### config.mk
export PLATFORM = sky130hd
export DESIGN_NAME = mul_hazard_tracker
export DESIGN_NICKNAME = d
export VERILOG_FILES = /design/src/rtl/mh_pkg.sv /design/src/rtl/mh_operand_age.sv /design/src/rtl/mh_busy_fsm.sv /design/src/rtl/mh_event_line.sv /design/src/rtl/mul_hazard_tracker.sv
export SDC_FILE = /design/constraint.sdc
export NUM_CORES = 1
export LEC_CHECK = 0
export ABC_AREA = 1
export BUFFER_PORTS_ARGS = -buffer_cell sky130_fd_sc_hd__buf_4
export CORE_ASPECT_RATIO = 1.4
export CORE_MARGIN = 10
export CORE_UTILIZATION = 55
export CTS_CLUSTER_DIAMETER = 100
export DETAILED_ROUTE_END_ITERATION = 6
export PLACE_DENSITY = 0.71
export SYNTH_ARGS = -nofsm -noshare
export SYNTH_HDL_FRONTEND = slang
export SYNTH_SLANG_ARGS = --single-unit
### constraint.sdc
create_clock -name clk -period 7 [get_ports clk]
set_input_delay 1.05 -clock clk [delete_from_list [all_inputs] [get_ports clk]]
set_output_delay 1.05 -clock clk [all_outputs]
set_load 0.05 [all_outputs]
### src/rtl/mh_pkg.sv
package mh_pkg;

    typedef enum logic [1:0] {
        SZ_W32  = 2'b00,
        SZ_W64  = 2'b01,
        SZ_HI64 = 2'b10,
        SZ_HIX  = 2'b11
    } mul_size_e;

    typedef enum logic {
        ST_IDLE = 1'b0,
        ST_BUSY = 1'b1
    } occ_state_e;

    localparam int LAT_W32   = 8;
    localparam int LAT_W64   = 12;
    localparam int LAT_HI    = 14;
    localparam int OCC_W32   = 4;
    localparam int OCC_W64   = 8;
    localparam int SLOT_W32  = 5;
    localparam int SLOT_W64  = 9;
    localparam int SLOT_HI   = 11;
    localparam int PEN_NEAR  = 2;
    localparam int PEN_FAR   = 1;
    localparam int MAX_LAT   = LAT_HI;
    localparam int MAX_PEN   = PEN_NEAR;
    // one extra slot for a slipped completion, one for the chain pulse
    localparam int LINE_W    = MAX_LAT + MAX_PEN + 2;
    localparam int IDX_W     = $clog2(LINE_W);
    localparam int LATV_W    = $clog2(LINE_W + 1);
    localparam int OCC_CNT_W = $clog2(OCC_W64);

    typedef logic [LATV_W-1:0] lat_t;

    function automatic lat_t base_lat(input logic [1:0] sz);
        unique case (sz)
            SZ_W32:  return lat_t'(LAT_W32);
            SZ_W64:  return lat_t'(LAT_W64);
            default: return lat_t'(LAT_HI);
        endcase
    endfunction

    function automatic lat_t occ_len(input logic [1:0] sz);
        return (sz == SZ_W32) ? lat_t'(OCC_W32) : lat_t'(OCC_W64);
    endfunction

    function automatic lat_t late_slot(input logic [1:0] sz);
        unique case (sz)
            SZ_W32:  return lat_t'(SLOT_W32);
            SZ_W64:  return lat_t'(SLOT_W64);
            default: return lat_t'(SLOT_HI);
        endcase
    endfunction

endpackage

### src/rtl/mh_operand_age.sv
module mh_operand_age #(
    parameter int REG_W = 5,
    parameter int NPIPE = 2
) (
    input  logic                         clk,
    input  logic                         rst_n,
    input  logic [NPIPE-1:0]             wr_valid,
    input  logic [NPIPE-1:0][REG_W-1:0]  wr_reg,
    input  logic [REG_W-1:0]             src_a,
    input  logic [REG_W-1:0]             src_b,
    output logic [1:0]                   penalty
);

    logic [NPIPE-1:0]            near_v, far_v;
    logic [NPIPE-1:0][REG_W-1:0] near_r, far_r;
    logic [NPIPE-1:0]            na_hit, nb_hit, fa_hit, fb_hit;
    logic [1:0]                  pen_a, pen_b;

    always_ff @(posedge clk or negedge rst_n) begin
        if (!rst_n) begin
            near_v <= '0;
            far_v  <= '0;
            near_r <= '0;
            far_r  <= '0;
        end else begin
            near_v <= wr_valid;
            near_r <= wr_reg;
            far_v  <= near_v;
            far_r  <= near_r;
        end
    end

    for (genvar p = 0; p < NPIPE; p++) begin : g_cmp
        assign na_hit[p] = near_v[p] && (near_r[p] == src_a);
        assign nb_hit[p] = near_v[p] && (near_r[p] == src_b);
        assign fa_hit[p] = far_v[p]  && (far_r[p]  == src_a);
        assign fb_hit[p] = far_v[p]  && (far_r[p]  == src_b);
    end

    always_comb begin
        pen_a = (|na_hit) ? 2'(mh_pkg::PEN_NEAR) : (|fa_hit) ? 2'(mh_pkg::PEN_FAR) : 2'd0;
        pen_b = (|nb_hit) ? 2'(mh_pkg::PEN_NEAR) : (|fb_hit) ? 2'(mh_pkg::PEN_FAR) : 2'd0;
        penalty = (pen_a > pen_b) ? pen_a : pen_b;
    end

endmodule

### src/rtl/mh_busy_fsm.sv
module mh_busy_fsm
    import mh_pkg::*;
(
    input  logic       clk,
    input  logic       rst_n,
    input  logic       start,
    input  logic [1:0] size,
    output logic       busy
);

    occ_state_e           state, state_nxt;
    logic [OCC_CNT_W-1:0] cnt, cnt_nxt;

    always_ff @(posedge clk or negedge rst_n) begin
        if (!rst_n) begin
            state <= ST_IDLE;
            cnt   <= '0;
        end else begin
            state <= state_nxt;
            cnt   <= cnt_nxt;
        end
    end

    always_comb begin
        state_nxt = state;
        cnt_nxt   = cnt;
        unique case (state)
            ST_IDLE: begin
                if (start) begin
                    state_nxt = ST_BUSY;
                    cnt_nxt   = OCC_CNT_W'(occ_len(size) - lat_t'(2));
                end
            end
            ST_BUSY: begin
                if (cnt == '0) state_nxt = ST_IDLE;
                else           cnt_nxt   = cnt - 1'b1;
            end
            default: state_nxt = ST_IDLE;
        endcase
    end

    always_comb begin
        busy = (state == ST_BUSY);
    end

endmodule

### src/rtl/mh_event_line.sv
module mh_event_line #(
    parameter int W  = 18,
    parameter int IW = $clog2(W)
) (
    input  logic          clk,
    input  logic          rst_n,
    input  logic          set_en,
    input  logic [IW-1:0] set_idx,
    output logic          fire,
    output logic [W-1:0]  ahead
);

    logic [W-1:0] line, line_nxt;

    assign ahead = line >> 1;
    assign fire  = line[0];

    always_comb begin
        line_nxt = ahead;
        if (set_en) line_nxt[set_idx] = 1'b1;
    end

    always_ff @(posedge clk or negedge rst_n) begin
        if (!rst_n) line <= '0;
        else        line <= line_nxt;
    end

endmodule

### src/rtl/mul_hazard_tracker.sv
module mul_hazard_tracker
    import mh_pkg::*;
#(
    parameter int REG_W = 5
) (
    input  logic             clk,
    input  logic             rst_n,
    input  logic             issue_valid,
    input  logic [1:0]       issue_size,
    input  logic [REG_W-1:0] src_a,
    input  logic [REG_W-1:0] src_b,
    input  logic             p0_wr_valid,
    input  logic [REG_W-1:0] p0_wr_reg,
    input  logic             p1_wr_valid,
    input  logic [REG_W-1:0] p1_wr_reg,
    output logic             mul_busy,
    output logic             pipe0_blocked,
    output logic             result_ready,
    output logic             chain_ready,
    output logic             lat_valid,
    output logic [4:0]       lat_cycles
);

    localparam int NPIPE = 2;

    logic              accept;
    logic [1:0]        penalty;
    lat_t              eff_lat, fin_lat;
    logic              slip;
    logic [LINE_W-1:0] rdy_ahead, blk_ahead, chn_ahead;
    logic [NPIPE-1:0]             wr_v;
    logic [NPIPE-1:0][REG_W-1:0]  wr_r;

    assign wr_v = {p1_wr_valid, p0_wr_valid};
    assign wr_r = {p1_wr_reg, p0_wr_reg};

    assign accept = issue_valid && !mul_busy;

    mh_operand_age #(.REG_W(REG_W), .NPIPE(NPIPE)) u_age (
        .clk      (clk),
        .rst_n    (rst_n),
        .wr_valid (wr_v),
        .wr_reg   (wr_r),
        .src_a    (src_a),
        .src_b    (src_b),
        .penalty  (penalty)
    );

    mh_busy_fsm u_fsm (
        .clk   (clk),
        .rst_n (rst_n),
        .start (accept),
        .size  (issue_size),
        .busy  (mul_busy)
    );

    always_comb begin
        eff_lat = base_lat(issue_size) + lat_t'(penalty);
        slip    = rdy_ahead[IDX_W'(eff_lat - lat_t'(1))];
        fin_lat = eff_lat + lat_t'(slip);
    end

    mh_event_line #(.W(LINE_W), .IW(IDX_W)) u_blk_line (
        .clk     (clk),
        .rst_n   (rst_n),
        .set_en  (accept),
        .set_idx (IDX_W'(late_slot(issue_size) - lat_t'(1))),
        .fire    (pipe0_blocked),
        .ahead   (blk_ahead)
    );

    mh_event_line #(.W(LINE_W), .IW(IDX_W)) u_rdy_line (
        .clk     (clk),
        .rst_n   (rst_n),
        .set_en  (accept),
        .set_idx (IDX_W'(fin_lat - lat_t'(1))),
        .fire    (result_ready),
        .ahead   (rdy_ahead)
    );

    mh_event_line #(.W(LINE_W), .IW(IDX_W)) u_chn_line (
        .clk     (clk),
        .rst_n   (rst_n),
        .set_en  (accept),
        .set_idx (IDX_W'(fin_lat)),
        .fire    (chain_ready),
        .ahead   (chn_ahead)
    );

    always_ff @(posedge clk or negedge rst_n) begin
        if (!rst_n) begin
            lat_valid  <= 1'b0;
            lat_cycles <= '0;
        end else begin
            lat_valid  <= accept;
            if (accept) lat_cycles <= 5'(fin_lat);
        end
    end

    logic unused_ok;
    assign unused_ok = ^{blk_ahead, chn_ahead};

endmodule

# After elaboration in Yosys (flattened, before gate mapping)
# Cells that the tools add are included.
# W data, S select, Z words.
[word_totals]
register_bits = 88
latchBits = 0
mem_bits_rw = 0
mem_bits_ro = 0
output_inout_bits = 10
elab_cells = 88
mem_count = 0
[op_classes]
addsub = 7
n_mul = 0
div_mod_pow = 0
n_lt_le_gt_ge = 8
eq_ne = 11
shifts = 0
muxes = 25
bitwise_logic = 4
n_reduce_logical = 20
[ops]
columns = ["cell", "count"]
rows = [
  ["$mux W18", 3],
  ["$or A17 B18 Y18", 3],
  ["$eq A5 B5 Y1", 8],
  ["$lt A5 B6 Y1 const B", 4],
  ["$demux W1 S5", 3],
  ["$ge A5 B1 Y1 const B", 3],
  ["$sub A5 B1 Y5 const B", 3],
  ["$logic_and A1 B1 Y1", 12],
  ["$pmux W3 S2", 2],
  ["$mux W3", 3],
  ["$mux W1", 8],
  ["$pmux W4 S2", 1],
  ["$reduce_or A2 Y1", 4],
  ["$mux W2", 3],
  ["$add A5 B1 Y5", 1],
  ["$add A5 B2 Y5", 1],
  ["$bmux W1 S5", 1],
  ["$ne A2 B2 Y1 const B", 2],
  ["$logic_not A3 Y1", 1],
  ["$sub A3 B1 Y3 const B", 1],
  ["$sub A3 B2 Y3 const B", 1],
  ["$eq A2 B1 Y1 const B", 1],
  ["$gt A2 B2 Y1", 1],
  ["$logic_not A2 Y1", 1],
  ["4 further kinds", 4],
]

# Logic depth before layout (Yosys ltp)
# Gate-level depths: netlist of run 1.
[depth]
ltp_word = 19
ltp_mapped = 32

# By module
# A second synthesis of run 1 with hierarchy kept.
[hier_totals]
hier_cells = 640
hier_area_um2 = 4670.7
[modules_own_cells]
columns = ["mod", "instances", "cells_each", "area_each_um2", "seq_area_each_um2"]
rows = [
  ["mh_operand_age", 1, 209, 1398.8, 600.6],
  ["mul_hazard_tracker", 1, 137, 782.0, 150.1],
  ["mh_event_line at u_rdy_line", 1, 88, 758.2, 450.4],
  ["mh_event_line at u_blk_line", 1, 88, 748.2, 450.4],
  ["mh_event_line at u_chn_line", 1, 88, 743.2, 450.4],
  ["mh_busy_fsm", 1, 30, 240.2, 100.1],
]

# Least setup slack after synthesis of run 1
# OpenSTA, ideal clock, no wires.
[synth_timing]
kind = "input to register"
startpoint = "input src_b[0]"
endpoint = "register u_rdy_line.line[16]"
setup_ns = 0.063
arrival_time_ns = 4.688
t_required_ns = 6.937
setup_slack_ns = 2.250
cell_stages = 29
path_cell_list = "buf_2 -> inv_2 -> nand2_1 -> nand2_1 -> nor2_1 -> nand3_1 -> nand2_1 -> inv_2 -> ha_1 -> nor2_1 -> o21a_1 -> inv_1 -> nand3_4 -> nand2_4 -> inv_2 -> ha_1 -> inv_1 -> nand3_1 -> nand3_1 -> nand3b_1 -> nand3_1 -> nand2_1 -> ha_1 -> ha_1 -> fa_1 -> nor3_1 -> inv_1 -> nor3_1 -> or2_2"
[synth_via]
elab_chain_len = 19
[synth_lines]
columns = ["item", "line", "rtl"]
rows = [
  ["start, declared", "mul_hazard_tracker.sv:11", "input logic [REG_W-1:0] src_b,"],
  ["$eq A5 B5 Y1", "mh_operand_age.sv:37", "assign fb_hit[p] = far_v[p] && (far_r[p] == src_b);"],
  ["$logic_and A1 B1 Y1", "mh_operand_age.sv:37", ""],
  ["$reduce_or A2 Y1", "mh_operand_age.sv:42", "pen_b = (|nb_hit) ? 2'(mh_pkg::PEN_NEAR) : (|fb_hit) ? 2'(mh_pkg::PEN_FAR) : 2'd0;"],
  ["$mux W1", "mh_operand_age.sv:42", ""],
  ["$mux W2 *", "mh_operand_age.sv:42", ""],
  ["$gt A2 B2 Y1", "mh_operand_age.sv:43", "penalty = (pen_a > pen_b) ? pen_a : pen_b;"],
  ["$mux W2 *", "mh_operand_age.sv:43", ""],
  ["$add A5 B2 Y5 *", "mul_hazard_tracker.sv:58", "eff_lat = base_lat(issue_size) + lat_t'(penalty);"],
  ["[4 not listed]", "n/a", ""],
  ["net fin_lat[2]", "mul_hazard_tracker.sv:28", "lat_t eff_lat, fin_lat;"],
  ["$sub A5 B1 Y5 *", "mul_hazard_tracker.sv:76", ".set_idx (IDX_W'(fin_lat - lat_t'(1))),"],
  ["$lt A5 B6 Y1 (not written as such) or $ge A5 B1 Y1 (tied branches)", "mh_event_line.sv:20", "if (set_en) line_nxt[set_idx] = 1'b1;"],
  ["$logic_and A1 B1 Y1 (not written as such)", "mh_event_line.sv:20", ""],
  ["$mux W1 (not written as such)", "mh_event_line.sv:20", ""],
  ["$demux W1 S5 *", "n/a", ""],
  ["$or A17 B18 Y18 (no source line) *", "n/a", ""],
  ["$mux W18 *", "mh_event_line.sv:20", ""],
  ["net u_rdy_line.line_nxt[16]", "mh_event_line.sv:13", "logic [W-1:0] line, line_nxt;"],
  ["end signal, assigned", "mh_event_line.sv:25", "else line <= line_nxt;"],
  ["end, declared", "mh_event_line.sv:13", ""],
]
# Mark *: on every way through the listed nets, which the timed path passes. The rest lies on a longest branch. The select of a mux whose other input is x is not followed.
# A chain may end at the register's enable or synchronous reset.

# Worst setup path in the final report of run 1
# Ends and elaborated chain as after synthesis.

==> results of run 1 <==
## worst min path at each step
stage,slack (ns),cells past startpoint,start,endpoint
final,0.35,0,u_blk_line.line[6],u_blk_line.line[5]
after global routing,0.37,0,u_blk_line.line[3],u_blk_line.line[2]
after CTS,0.35,0,u_blk_line.line[6],u_blk_line.line[5]
after detailed placement,0.34,0,u_blk_line.line[2],u_blk_line.line[1]
after global placement,0.33,0,u_blk_line.line[13],u_blk_line.line[12]
after floorplan,0.33,0,u_blk_line.line[12],u_blk_line.line[11]
## flip-flops by register name (all words and copies together) (netlist names)
name and count:
lat_cycles 5, u_age.far_v 2, u_fsm.cnt 3, u_fsm.busy 1, u_age.near_v 2, u_age.far_r 10, u_age.near_r 10, lat_valid 1
u_chn_line.line 18, u_blk_line.line 15, u_rdy_line.line 18
## cells in the mapped netlist (all sizes together)
master  number
o21a         1
fa           1
nand3b       1
o21bai       6
conb         1
nor3         5
o21ai       18
a22oi        1
dfrtp       85
a21oi        2
or2          2
clkbuf       6
inv         81
xnor2        2
buf          2
nor2        44
a31o         2
nand3       38
nand2      162
ha          11
xor2         2
## cells by family (layout without fill, tap and decap cells)
family	Yosys count	after routing	synth area share, %
xor+xnor	4	4	0.899
flops	85	85	54.6
fa+ha+maj	12	12	4.04
other cells	1	1	0.0962
buf+inv	89	133	8.89
compound gates	30	30	4.56
simple gates	252	252	27.0
## metrics by stage
step           util (%)  total power (W)  instances
2_1_floorplan         -         0.000903        473
3_3_place_gp       61.2          0.00102        596
3_5_place_dp       61.2          0.00103        596
4_1_cts            64.4          0.00140        612
5_1_grt            64.4          0.00147        612
6_report           64.4          0.00138        612
## report_power, final
part | total, W | switching, W | leakage [nW] | internal [W]
Sequential | 0.000642 | 0.0000490 | 1.06 | 0.000593
Clock | 0.000367 | 0.000162 | 0.113 | 0.000205
Combinational | 0.000374 | 0.000249 | 1.30 | 0.000125
## area by class of cell
| type | instances | share of cell area [%] |
|---|---|---|
| clock buffers | 14 | 4.09 |
| repair buffers | 36 | 6.05 |
| clock inverters | 2 | 0.868 |
| flip-flops and latches | 85 | 47.6 |
| well taps | 95 | 2.66 |
| multi-input cells | 299 | 31.9 |
| inverters | 81 | 6.81 |
## routing by layer
metal,vias to the layer above,track usage [%]
met5,-,0
met4,0,10.3
met3,23,4.37
met2,49,29.7
met1,1421,16.6
li1,1510,-
## worst max-delay path, stage by stage
cell	delay [ns]
buf_4	0.14
nand2_1	0.06
nand2_1	0.04
nor2_1	0.14
nand3_1	0.11
nand2_1	0.10
inv_2	0.06
ha_1	0.30
nor2_1	0.05
o21a_1	0.20
inv_1	0.10
nand3_4	0.13
nand2_4	0.15
inv_2	0.06
ha_1	0.22
xnor2_1	0.29
inv_1	0.13
nand3_1	0.11
nand3b_1	0.08
nand3_1	0.07
nand2_1	0.05
ha_1	0.19
ha_1	0.20
fa_1	0.51
nor3_1	0.29
inv_1	0.09
nor3_1	0.21
or2_2	0.15
==> qor.csv, run 1 <==
stage;metric;value;unit
outcome;status;finished, final reports clean;
routing;drc;0;
floorplanning;rows;36;
synth;ys_ff_latch;85;
clock_tree;root_buffer;clkbuf_8;
floorplanning;core;6940;um^2
power_and_ir_drop;p_leak;2.47;nW
routing;via_per_inst;4.91;
critical_path;crit_fanout;11;
place;dpl_worst_slack;1.71;ns
global_routing;grt_pass1_vias;3077;
global_routing;grt_pass1_wl;14200;um
layout;final_cell_mix;nand2_1 (157), dfrtp_1 (85), inv_1 (68);
floorplanning;start_util;56.2;%
timing;fin_setup_tns;0;ns
critical_path;cp-end-kind;flop;
routing;routedWlPerCell;14.0;um
clock_tree;post-cts-setup-buffers;0;
global_routing;overflow;0;
place;dp_hpwl;6580;um
floorplanning;pin_count;37;
timing;maxClockFrequency;0.200;GHz
timing;final-setup-viol-count;0;
place;io_buffers;36;
timing;setup_slack;2.00;ns
layout;multiInputGateArea;1430;um^2
routing;dr_total_vias;3003;
critical_path;worstPathRequired;7.31;ns
timing;timing.hold.ws;0.351;ns
layout;antennaDiodeCount;0;
layout;fillerInstances;620;
global_routing;grt_util_all_layers;16.6;%
place;placed_area;4250;um^2
global_routing;grt_max_degree;86;
job;drv_cap;0;
floorplanning;dieArea;10900;um^2
synth;ys_seq_area_share;54.6;%
critical_path;critical_path.endpoint;u_rdy_line.line[16];
global_routing;antenna_found_initial;0;
clock_tree;path_clk_slew;0.08;ns
timing;fin_crit_sh;71.4;%
synth;synth_largest_area_cell;dfrtp_1;
synth;syn_inst;473;
routing;drt-total-wl;8540;um
timing;rsz0062_at_grt;no;
timing;final-hold-violation-count;0;
routing;ant_nets;0;
min_path;hp-class;flop to flop;
routing;drtIter0Drc;134;
clock_tree;ctsHoldBuffers;0;
layout;areaGrowthSynthToFinish;14.6;%
clock_tree;cts_max_path_buffers;2;
timing;slew-limit-headroom;31.6;%
floorplanning;dieWidth;91.2;um
layout;layout_commonest_cell;nand2_1;
floorplanning;die_height;120;um
layout;drive_gt1_share;14.5;%
clock_tree;cts_buffers;9;
synth;synth.distinct_cells;27;
critical_path;r2r-end;u_rdy_line.line[16];
power_and_ir_drop;peakVddDrop;0.278;mV
layout;finalNetCount;551;
layout;regArea;2130;um^2
synth;yosysWarnings;0;
power_and_ir_drop;power.density;310;nW/um^2
timing;slew_violations;0;
synth;synth_area;3900;um^2
critical_path;worst_setup_path_start_kind;input port;
synth;synth.net_count;512;
clock_tree;cts.sinks;85;
routing;wl_met2;4540;um
clock_tree;post_cts_resized;0;
timing;period_needed;5.00;ns
synth;postSynthAreaPerCell;8.24;um^2
critical_path;crit_start;src_b[0];
routing;wl_met3;294;um
clock_tree;cts_tree;built;
routing;drtPass1Iterations;4;
synth;yosys-top-cells-area;dfrtp_1 (55%), nand2_1 (15%), inv_1 (6.5%);
routing;top_layer;met4;
critical_path;path_class;input port to flop;
place;gp_congestion;0.950;
layout;final_area;4470;um^2
critical_path;ff2ff_path_depth;28;
critical_path;r2r_slack;2.35;ns
clock_tree;clk_latency;0.36;ns
timing;tightest_slew;1.03;ns
critical_path;worstPathArrival;5.31;ns
critical_path;r2r_start;u_age.near_r[6];
synth;synth_top_area_share;54.6;%
clock_tree;htree_levels;3;
timing;fin_skew;0.00621;ns
routing;wl_met1;3390;um
No activity file was read; power rests on OpenSTA's default activity.
==> run 2, diff against run 1 <==
--- a/config.mk
+++ b/config.mk
@@ -5,14 +5,14 @@
 export SDC_FILE = /design/constraint.sdc
 export NUM_CORES = 1
 export LEC_CHECK = 0
-export ABC_AREA = 1
+export ABC_AREA = 0
 export BUFFER_PORTS_ARGS = -buffer_cell sky130_fd_sc_hd__buf_4
 export CORE_ASPECT_RATIO = 1.4
 export CORE_MARGIN = 10
-export CORE_UTILIZATION = 55
+export CORE_UTILIZATION = 52
 export CTS_CLUSTER_DIAMETER = 100
 export DETAILED_ROUTE_END_ITERATION = 6
-export PLACE_DENSITY = 0.71
+export PLACE_DENSITY = 0.7
 export SYNTH_ARGS = -nofsm -noshare
 export SYNTH_HDL_FRONTEND = slang
 export SYNTH_SLANG_ARGS = --single-unit
==> constraint.sdc (replaced) <==
create_clock -name clk -period 4.6 [get_ports clk]
set_input_delay 0.69 -clock clk [delete_from_list [all_inputs] [get_ports clk]]
set_output_delay 0.69 -clock clk [all_outputs]
set_load 0.05 [all_outputs]
==> qor.csv, run 2 <==
stage;metric;value;unit;change
outcome;status;finished with violations;;
outcome;violations;setup timing;;
timing;fin_skew;0.00895;ns;+0.00273 ns
global_routing;overflow;0;;unchanged
synth;synth.net_count;328;;-36%
routing;drt-total-wl;8370;um;-2.1%
synth;synth.distinct_cells;36;;+33%
synth;synth_most_common_cell;dfrtp_1;;
layout;antennaDiodeCount;0;;unchanged
floorplanning;dieArea;10800;um^2;-1.2%
routing;dr_total_vias;2455;;-18%
routing;drtIter0Drc;89;;-34%
layout;stdcell_count;470;;-23%
critical_path;cpMostUsedCell;ha_4;;
clock_tree;cts_buffers;9;;unchanged
place;dp_cells;442;;-26%
clock_tree;path_clk_slew;0.08;ns;about the same
power_and_ir_drop;power.density;433;nW/um^2;+40%
synth;yosys-top-cells-area;dfrtp_1 (59%), xnor2_1 (6.3%), xor2_1 (4.3%);;
synth;synthArstFlopShare;100;%;unchanged
floorplanning;pin_count;37;;unchanged
floorplanning;start_util;52.7;%;-3.5 points
place;dp_hpwl;5790;um;-12%
routing;ant_nets;0;;unchanged
place;gp_congestion;0.870;;-8.4%
critical_path;worstPathRequired;4.84;ns;-2.47 ns
layout;drive_gt1_share;38.9;%;+24 points
synth;synth_top_area_share;58.6;%;+4.0 points
routing;via_per_inst;5.22;;+6.5%
critical_path;crit_path_cell_trace;buf_8, xor2_2, nor4_2, nand3_1, a21o_4, ha_4, nand2b_4, o21ai_4, mux2i_4, inv_2, ha_4, mux4_2, mux4_2, mux2_4, ha_4, ha_4, fa_2, nand3b_1, nor2_2, or2_4;;
synth;postSynthAreaPerCell;12.6;um^2;+52%
clock_tree;root_buffer;clkbuf_8;;
critical_path;slowest_stage;fa_2;;
synth;ys_ff_latch;85;;unchanged
global_routing;grt_use_met3;4.15;%;-0.22 points
synth;synthTopCellsByCount;dfrtp_1 (85), xnor2_1 (26), nand2_1 (23);;
clock_tree;cts_max_path_buffers;2;;unchanged
place;placed_area;4260;um^2;+0.38%
critical_path;ff2ff_path_depth;19;;-32%
routing;drc;0;;unchanged
synth;synth_area;3630;um^2;-6.9%
timing;fin_crit_sh;110;%;
min_path;min_path_cells;0;;unchanged
clock_tree;clk_latency;0.35;ns;about the same
timing;slew-limit-headroom;31.9;%;+0.37 points
floorplanning;die_height;119;um;-0.64%
floorplanning;rows;36;;unchanged
critical_path;crit_fanout;5;;-6
critical_path;r2r_start;u_age.far_r[9];;
timing;final-setup-viol-count;37;;+37
timing;rsz0062_at_grt;yes;;
critical_path;worstPathArrival;5.30;ns;about the same
synth;yosysWarnings;0;;unchanged
critical_path;critical_path_buf_inv_count;2;;-4
layout;finalNetCount;409;;-26%
timing;maxClockFrequency;0.197;GHz;
timing;period_needed;5.06;ns;
critical_path;path_class;input port to flop;;
synth;synth_edf_count;0;;unchanged
power_and_ir_drop;p_leak;2.36;nW;-4.4%
clock_tree;cts.sinks;85;;unchanged
routing;drtPass1Iterations;5;;+1
power_and_ir_drop;peakVddDrop;0.275;mV;-1.0%
clock_tree;cts_tree;built;;
timing;setup_slack;-0.464;ns;-2.46 ns
global_routing;grt-busiest-layer;met2;;
global_routing;use_met1;16.5;%;-0.14 points
layout;layout_commonest_cell;dfrtp_1;;
synth;synth_ff_type;dfrtp_1;;
critical_path;r2r_slack;-0.42;ns;-2.77 ns
job;drv_cap;0;;unchanged
layout;largestRegisters;u_chn_line.line x18, u_rdy_line.line x18, u_blk_line.line x15;;
global_routing;grt_use_met2;29.3;%;-0.37 points
min_path;hp-start;u_blk_line.line[12];;
global_routing;grt_max_degree;86;;unchanged
timing;final-hold-violation-count;0;;unchanged
global_routing;grt_pass1_vias;2739;;-11%
place;io_buffers;36;;unchanged
floorplanning;core;6890;um^2;-0.65%
layout;final_area;4840;um^2;+8.3%
critical_path;critPathMaxStageDelay;0.66;ns;+0.15 ns
min_path;whs_endpoint;u_blk_line.line[11];;
global_routing;antenna_found_initial;0;;unchanged
critical_path;cp_top_family;adder cells;;
routing;routedWlPerCell;17.8;um;+28%
timing;tightest_slew;1.02;ns;-0.00548 ns
critical_path;r2r-end;u_rdy_line.line[16];;
synth;syn_inst;289;;-39%
critical_path;worst_setup_path_start_kind;input port;;
layout;final_cell_mix;dfrtp_1 (85), buf_4 (70), xnor2_1 (23);;
layout;areaGrowthSynthToFinish;33.2;%;
timing;slew_violations;0;;unchanged
floorplanning;dieWidth;90.6;um;-0.60%
min_path;hp-class;flop to flop;;
clock_tree;htree_levels;3;;unchanged
global_routing;grt_util_all_layers;16.3;%;-0.28 points
global_routing;grt_pass1_wl;13800;um;-2.8%
synth;ys_seq_area_share;58.6;%;+4.0 points
critical_path;cp-end-kind;flop;;
synth;synth_largest_area_cell;dfrtp_1;;
[run 2: changes by cell type after synthesis, moves of 7 or more]
| cell | delta |
|---|---|
| a21o_1 | +20 |
| inv_1 | -57 |
| inv_2 | -13 |
| nand2_1 | -134 |
| nand2b_1 | +7 |
| nand3_1 | -27 |
| nor2_1 | -35 |
| o21ai_0 | -9 |
| xnor2_1 | +24 |
| xor2_1 | +16 |
[run 2: where the power goes]
group	leakage, nW	switching (W)	total (W)	internal, W
sequential	1.06	0.0000840	0.000972	0.000888
combinational	1.20	0.000329	0.000579	0.000250
clock	0.106	0.000249	0.000543	0.000295
[run 2: worst max-delay path by stage]
stage              from                  end  depth (start not counted)
3_3_place_gp   src_a[1]  u_rdy_line.line[16]                         20
2_1_floorplan  src_a[1]  u_chn_line.line[11]                         19
3_5_place_dp   src_a[1]   u_chn_line.line[8]                         19
6_report       src_a[4]  u_rdy_line.line[16]                         20
4_1_cts        src_a[3]   u_chn_line.line[1]                         21
5_1_grt        src_a[4]  u_rdy_line.line[16]                         20
[run 2: layer usage]
layer | up-vias | share of wire, %
met5 | - | 0
met4 | 0 | 4.7
met3 | 30 | 3.8
met2 | 70 | 55
met1 | 1223 | 36
li1 | 1132 | -
[run 2: area by class of cell]
| class | instances | area (um^2) |
|---|---|---|
| Fill cell | 501 | 2060 |
| Inverter | 11 | 41.3 |
| Sequential cell | 85 | 2130 |
| Clock inverter | 3 | 42.5 |
| Clock buffer | 13 | 169 |
| Multi-Input combinational cell | 182 | 1680 |
| Timing Repair Buffer | 81 | 661 |
| Tap cell | 95 | 119 |
[run 2: cells by family (layout without fill, tap and decap cells)]
group	after synthesis	after routing	share of synthesized area, %
and+or+nand+nor	74	74	10.1
AOI/OAI and AO/OA	43	43	9.13
buffers and inverters	22	108	2.28
adders and majority gates	12	12	4.34
other	1	1	0.103
DFF	85	85	58.6
muxes	8	8	4.86
xor gates and xnor gates	44	44	10.6
[run 2: stage by stage]
stage | power (W) | setup slack, ns | utilization (%) | setup TNS, ns | hold slack, ns
after global routing | 0.00221 | -0.595 | 70.2 | -18.48 | 0.370
after CTS | 0.00210 | -0.343 | 68.6 | -9.80 | 0.353
after detailed placement | 0.00152 | -1.08 | 61.8 | -38.56 | 0.335
after global placement | 0.00150 | -0.924 | 61.8 | -33.30 | 0.332
after floorplan | 0.00132 | -0.510 | - | -14.81 | 0.331
final | 0.00209 | -0.464 | 70.2 | -13.46 | 0.352
[run 2: timing repair]
| action | CTS | global route |
|---|---|---|
| setup endpoints to repair | 40 | 40 |
| pin swaps | 23 | 22 |
| cloned | 0 | 0 |
| resized for setup | 43 | 14 |
| hold buffers | 0 | 0 |
| setup buffers | 9 | 6 |
